[config.mk]
export PLATFORM = sky130hd
export DESIGN_NAME = tmo_scan_top
export DESIGN_NICKNAME = d
export VERILOG_FILES = /design/src/rtl/tmo_pkg.sv /design/src/rtl/tmo_step.sv /design/src/rtl/tmo_advance.sv /design/src/rtl/tmo_scan_top.sv
export SDC_FILE = /design/constraint.sdc
export NUM_CORES = 1
export LEC_CHECK = 0
export BUFFER_PORTS_ARGS = -buffer_cell sky130_fd_sc_hd__buf_2
export CORE_MARGIN = 1.5
export CORE_UTILIZATION = 30
export CTS_BUF_LIST = sky130_fd_sc_hd__clkbuf_2
export DETAILED_ROUTE_END_ITERATION = 8
export GPL_ROUTABILITY_DRIVEN = 0
export PLACE_DENSITY = 0.59
export SLEW_MARGIN = 40
export SYNTH_ARGS = -nofsm -noshare
export SYNTH_HDL_FRONTEND = slang
export SYNTH_SLANG_ARGS = --single-unit
[constraint.sdc]
create_clock -name clk -period 4.25 [get_ports clk]
set_clock_uncertainty 0.1 [all_clocks]
set_input_delay 1.0625 -clock clk [delete_from_list [all_inputs] [get_ports clk]]
set_output_delay 1.0625 -clock clk [all_outputs]
set_load 0.005 [all_outputs]
[src/rtl/tmo_pkg.sv]
package tmo_pkg;

    localparam int WORD_W = 16;

    typedef logic [WORD_W-1:0] word_t;

    typedef enum logic [1:0] {
        ST_IDLE = 2'd0,
        ST_READ = 2'd1,
        ST_EVAL = 2'd2
    } scan_state_e;

    typedef struct packed {
        scan_state_e state;
        word_t       ptr;
        word_t       remain;
        logic        single;
        logic        done;
        logic        no_tmo;
    } scan_regs_t;

endpackage

[src/rtl/tmo_step.sv]
module tmo_step
    import tmo_pkg::*;
(
    input  word_t rd_word,
    output word_t bumped,
    output logic  wr_needed,
    output logic  expired
);
    localparam word_t ONE  = word_t'(1);
    localparam word_t ZERO = '0;

    always_comb begin
        bumped    = rd_word + ONE;
        wr_needed = (bumped != ONE);
        expired   = (bumped == ZERO);
    end
endmodule

[src/rtl/tmo_advance.sv]
module tmo_advance
    import tmo_pkg::*;
#(
    parameter int STRIDE = 15
) (
    input  word_t ptr,
    input  word_t remain,
    input  logic  single,
    input  logic  expired,
    output word_t ptr_nx,
    output word_t remain_nx,
    output logic  last
);
    localparam word_t STEP = word_t'(STRIDE);
    localparam word_t ONE  = word_t'(1);

    always_comb begin
        if (expired) begin
            ptr_nx    = ptr;
            remain_nx = remain;
            last      = 1'b1;
        end else begin
            ptr_nx    = ptr + STEP;
            remain_nx = remain - ONE;
            last      = single || (remain_nx == '0);
        end
    end
endmodule

[src/rtl/tmo_scan_top.sv]
module tmo_scan_top
    import tmo_pkg::*;
#(
    parameter int STRIDE = 15
) (
    input  logic        clk,
    input  logic        rst_n,
    input  logic        start,
    input  logic [15:0] base_addr,
    input  logic [15:0] entry_cnt,
    output logic        mem_req,
    output logic        mem_we,
    output logic [15:0] mem_addr,
    output logic [15:0] mem_wdata,
    input  logic [15:0] mem_rdata,
    output logic        busy,
    output logic        done,
    output logic        no_timeout,
    output logic [15:0] addr_out,
    output logic [15:0] cnt_out
);
    scan_regs_t q, d;

    word_t bumped, ptr_nx, remain_nx;
    logic  wr_needed, expired, last;

    tmo_step u_step (
        .rd_word  (mem_rdata),
        .bumped   (bumped),
        .wr_needed(wr_needed),
        .expired  (expired)
    );

    tmo_advance #(.STRIDE(STRIDE)) u_adv (
        .ptr      (q.ptr),
        .remain   (q.remain),
        .single   (q.single),
        .expired  (expired),
        .ptr_nx   (ptr_nx),
        .remain_nx(remain_nx),
        .last     (last)
    );

    always_comb begin
        d         = q;
        d.done    = 1'b0;
        mem_req   = 1'b0;
        mem_we    = 1'b0;
        mem_addr  = q.ptr;
        mem_wdata = '0;
        unique case (q.state)
            ST_IDLE: begin
                if (start) begin
                    d.ptr    = base_addr;
                    d.remain = entry_cnt;
                    d.single = (entry_cnt == '0);
                    d.no_tmo = 1'b0;
                    d.state  = ST_READ;
                end
            end
            ST_READ: begin
                mem_req = 1'b1;
                d.state = ST_EVAL;
            end
            ST_EVAL: begin
                if (wr_needed) begin
                    mem_req   = 1'b1;
                    mem_we    = 1'b1;
                    mem_wdata = bumped;
                end
                d.ptr    = ptr_nx;
                d.remain = remain_nx;
                if (last) begin
                    d.state  = ST_IDLE;
                    d.done   = 1'b1;
                    d.no_tmo = !expired;
                end else begin
                    d.state = ST_READ;
                end
            end
            default: d.state = ST_IDLE;
        endcase
    end

    always_ff @(posedge clk or negedge rst_n) begin
        if (!rst_n) begin
            q <= '{state: ST_IDLE, ptr: '0, remain: '0,
                   single: 1'b0, done: 1'b0, no_tmo: 1'b0};
        end else begin
            q <= d;
        end
    end

    assign busy       = (q.state != ST_IDLE);
    assign done       = q.done;
    assign no_timeout = q.no_tmo;
    assign addr_out   = q.ptr;
    assign cnt_out    = q.remain;
endmodule

# Yosys cells after proc, flatten, opt, wreduce, memory -nomap -nowiden
# Cells that the tools add are included.
# totals
reg_bits	37
input_bits	51
out_inout_bits	69
# classes
n_eq_ne	6
add_sub_neg	3
reduce_logical	11
n_mux	16
# ops
op	n
$mux 16	4
$pmux 32 s2	1
$logic_not 16->1	3
$mux 35	1
$add 16x1->16 const B	1
$add 16x4->16 const B	1
$ne 16x1->1 const B	1
$sub 16x1->16 const B	1
$mux 1	6
$ne 2x2->1 const B	3
$pmux 2 s3	1
$reduce_and 3->1	2
$pmux 1 s2	2
$reduce_bool 2->1	2
$eq 2x1->1 const B	1
$eq 2x2->1 const B	1
$logic_not 2->1	1
$mux 2	1
$reduce_and 2->1	1
$logic_not 1->1	1
$logic_or 1x1->1	1

# Longest topological paths before layout
# logic_depth
depth_word	6
depth_mapped	10
depth_no_buf	10

# Cells and area by module
# From an unflattened synthesis, not the netlist that was laid out.
# unflattened
cells_unflattened	482
area_unflattened_um2	4524.3
# by_module_without_submodules
mod	instances	area_each_um2	cells_each
tmo_scan_top	1	3201.8	289
tmo_advance	1	812.0	119
tmo_step	1	510.5	74

# Least setup slack after synthesis
# Ideal clock, no wire load.
# synth_timing
path_kind	in2out
start	input mem_rdata[5]
end	output mem_wdata[11]
cell_stages	8
path_slack_ps	418
t_arrival_ps	2669
cell_sequence	buf_2 > and4_1 > nand3_1 > a21oi_1 > nand3_1 > o21ai_1 > buf_2 > nor2_1
# synth_between
elab_chain_len	4
# synth_rtl
item	line	rtl
start, declared	tmo_scan_top.sv:15	input logic [15:0] mem_rdata,
$add 16x1->16 (*)	tmo_step.sv:13	bumped = rd_word + ONE;
$ne 16x1->1	tmo_step.sv:14	wr_needed = (bumped != ONE);
$mux 16 (*)	tmo_scan_top.sv:66	if (wr_needed) begin
$mux 16 (*)	tmo_scan_top.sv:51	unique case (q.state)
end, declared	tmo_scan_top.sv:14	output logic [15:0] mem_wdata,
# Mark *: on every way between the ends. The rest lies on a longest branch, timed or not.

# Worst setup path in the final report
# layout_timing
start	input mem_rdata[0]
end	output mem_wdata[7]
# The elaborated chain is that of the path after synthesis.

==> results.json <==
{
  "setup_viol": 0,
  "crit_path_start_kind": "input port",
  "port_buffers": 119,
  "synth_top_family_by_area": "simple AND/OR/NAND/NOR gates",
  "worst_slew_pin_slew_ns": 0.690,
  "gr-usage-all-layers_pct": 16.8,
  "dr_total_vias": 3884,
  "post-cts-setup-buffers": 0,
  "finalCritPeriodShare_pct": 96.1,
  "synthCells": 501,
  "layout_commonest_cell": "buf_2",
  "slowest_stage": "o2111a_2",
  "area_growth_pct": 11.3,
  "fp.dieW_um": 115,
  "clockBufferDepth": 2,
  "dpl_cell_area_um2": 4170,
  "antenna_cells": 0,
  "ir_drop_mv": 0.183,
  "synth-main-ff-cell": "dfrtp_1",
  "drc": 0,
  "avgSynthCellArea_um2": 7.55,
  "vias_per_cell": 5.34,
  "clockRootBuffer": "clkbuf_2",
  "postLayoutCellArea_um2": 4210,
  "critPathKind": "input port to output port",
  "hold_viol": 0,
  "clk_pin_slew_ns": 0.22,
  "status": "completed",
  "slew_headroom_pct": 54.0,
  "synth_compound_area_share_pct": 22.6,
  "rsz0062_at_grt": "false",
  "core_um2": 12200,
  "hpwl_um": 8600,
  "synth_simple_gate_area_share_pct": 27.2,
  "place_ws_ns": 0.126,
  "overflow": 0,
  "first_global_vias": 3404,
  "fin_setup_tns_ns": 0,
  "synth_xor_area_share_pct": 4.86,
  "min_path_type": "flip-flop to flip-flop",
  "die_y_um": 115,
  "detail-route-antenna-nets": 0,
  "dpl.cell_count": 720,
  "cts_tree": "built",
  "drive_gt1_share_pct": 27.7,
  "end_kind": "output port",
  "p_per_area_nw_per_um2": 598,
  "synth_top_cell_by_area": "dfrtp_1",
  "h-tree-depth": 2,
  "netlist_area_um2": 3780,
  "wl_per_cell_um": 15.6,
  "cts_buffers": 5,
  "critPathRequiredTime_ns": 3.09,
  "synth-seq-area-share_pct": 24.5,
  "p_leak_nw": 1.84,
  "final_util_pct": 34.6,
  "ys_warn_count": 0,
  "drt-pass1-iter-count": 7,
  "finalNetCount": 620,
  "cts_resized": 0,
  "synthTopCellsByArea": "dfrtp_1 (24%), buf_4 (9.9%), nor2_1 (5.1%)",
  "ys_seq_elements": 37,
  "cpPeakStageDelay_ns": 0.37,
  "fmax_ghz": 0.245,
  "crit_chain": "buf_2 -> ha_1 -> and2_1 -> nand3_1 -> o2111a_2 -> nand3_1 -> o21ai_1 -> buf_4 -> a21oi_1 -> buf_2",
  "cap_violations": 0,
  "fin_ws_ns": 0.165,
  "clkSinkCount": 37,
  "min_period_ns": 4.08,
  "final_cells": 728,
  "dieArea_um2": 13300,
  "drv_slew": 0,
  "clock_latency_ns": 0.41,
  "grt_pass1_wl_um": 17800,
  "final_cell_mix": "buf_2 (118), nor2_1 (51), nand2_1 (40)",
  "synth-edff-count": 0,
  "synthArstFlopShare_pct": 100,
  "yosysTopAreaCellShare_pct": 24.5,
  "muxShareOfSynthArea_pct": 1.89,
  "rows": 40,
  "io_pins": 120,
  "synth_cell_types": 66,
  "start_util_pct": 31.1,
  "drt-total-wl_um": 11400,
  "drtIter0Drc": 284,
  "antenna_found_initial": 0,
  "cp.arrival_ns": 2.92,
  "cp_max_fo": 11,
  "synthAdderAreaFrac_pct": 3.31,
  "holdBufCountCts": 0,
  "grt_max_degree": 38,
  "synth_nets": 562
}
==> critical path, delay by kind of cell <==
kind | cells | cell delay [ns]
buffers and inverters | 3 | 0.47
adder cells (fa/ha/maj) | 1 | 0.23
AO/OA/AOI/OAI | 3 | 0.58
AND/OR/NAND/NOR | 3 | 0.57
==> cells by family (layout without fill, tap and decap cells) <==
group,count (synthesis),in the layout
AND/OR/NAND/NOR,194,194
AO/OA/AOI/OAI,132,132
buffers and inverters,100,159
flip-flops,37,37
XOR/XNOR,21,21
adder cells (fa/ha/maj),10,10
multiplexers,7,7
==> through the flow <==
stage,power [W],hold slack [ns]
2_1_floorplan,0.00203,0.349
3_3_place_gp,0.00232,0.368
3_5_place_dp,0.00236,0.383
4_1_cts,0.00253,0.429
5_1_grt,0.00278,0.471
6_report,0.00252,0.426
==> layer usage <==
| metal | wire, um | up-vias | GRT usage (%) | part of all wire (%) |
|---|---|---|---|---|
| li1 | - | 1885 | - | - |
| met1 | 5190 | 1804 | 23.8 | 46 |
| met2 | 5210 | 184 | 26.7 | 46 |
| met3 | 846 | 11 | 3.11 | 7.4 |
| met4 | 125 | 0 | 3.62 | 1.1 |
| met5 | 0 | - | 0 | 0 |
==> state kept, by name (all words and copies together) (netlist names) <==
name,cells
addr_out,16
no_timeout,1
q,3
cnt_out,16
done,1
==> final timing paths <==
check | startpoint | end | slack (ns) | cells after the start
max | mem_rdata[0] | mem_wdata[7] | 0.17 | 10
max reg2reg | cnt_out[0]$_DFFE_PN0P_ | no_timeout$_DFFE_PN0P_ | 1.10 | 10
min reg2reg | q[2]$_DFFE_PN0P_ | q[2]$_DFFE_PN0P_ | 0.43 | 2
min in group asynchronous | rst_n | cnt_out[8]$_DFFE_PN0P_ | 0.48 | 1
min | q[2]$_DFFE_PN0P_ | q[2]$_DFFE_PN0P_ | 0.43 | 2
max in group asynchronous | rst_n | addr_out[1]$_DFFE_PN0P_ | 3.20 | 1
==> final cells by class <==
cell class                      count  area, um2
Tap cell                          168        210
Fill cell                        1291       7950
Inverter                           19       71.3
Sequential cell                    37        926
Clock buffer                        6       30.0
Clock inverter                      2       10.0
Multi-Input combinational cell    364       2270
Timing Repair Buffer              132        696
==> cell usage after synthesis (all sizes together) (3+ instances only) <==
cell type	instances
a31oi	7
dfrtp	37
o22a	4
o22ai	14
o221ai	3
buf	63
a211oi	3
nor3	18
a32oi	4
and4	3
nand2	41
clkbuf	18
ha	10
nand3	23
xnor2	13
and3	7
a311oi	3
or3	5
mux2i	6
and2	7
o21ai	35
xor2	8
nand4	14
nor4	11
nor2	51
inv	19
a21oi	37
==> power by group <==
part           total (W)  internal (W)  switching (W)  leakage [nW]
Sequential      0.000787      0.000503       0.000283         0.441
Combinational    0.00156      0.000668       0.000890          1.36
Clock           0.000172     0.0000413       0.000131        0.0327
No activity file was read; power rests on OpenSTA's default activity.
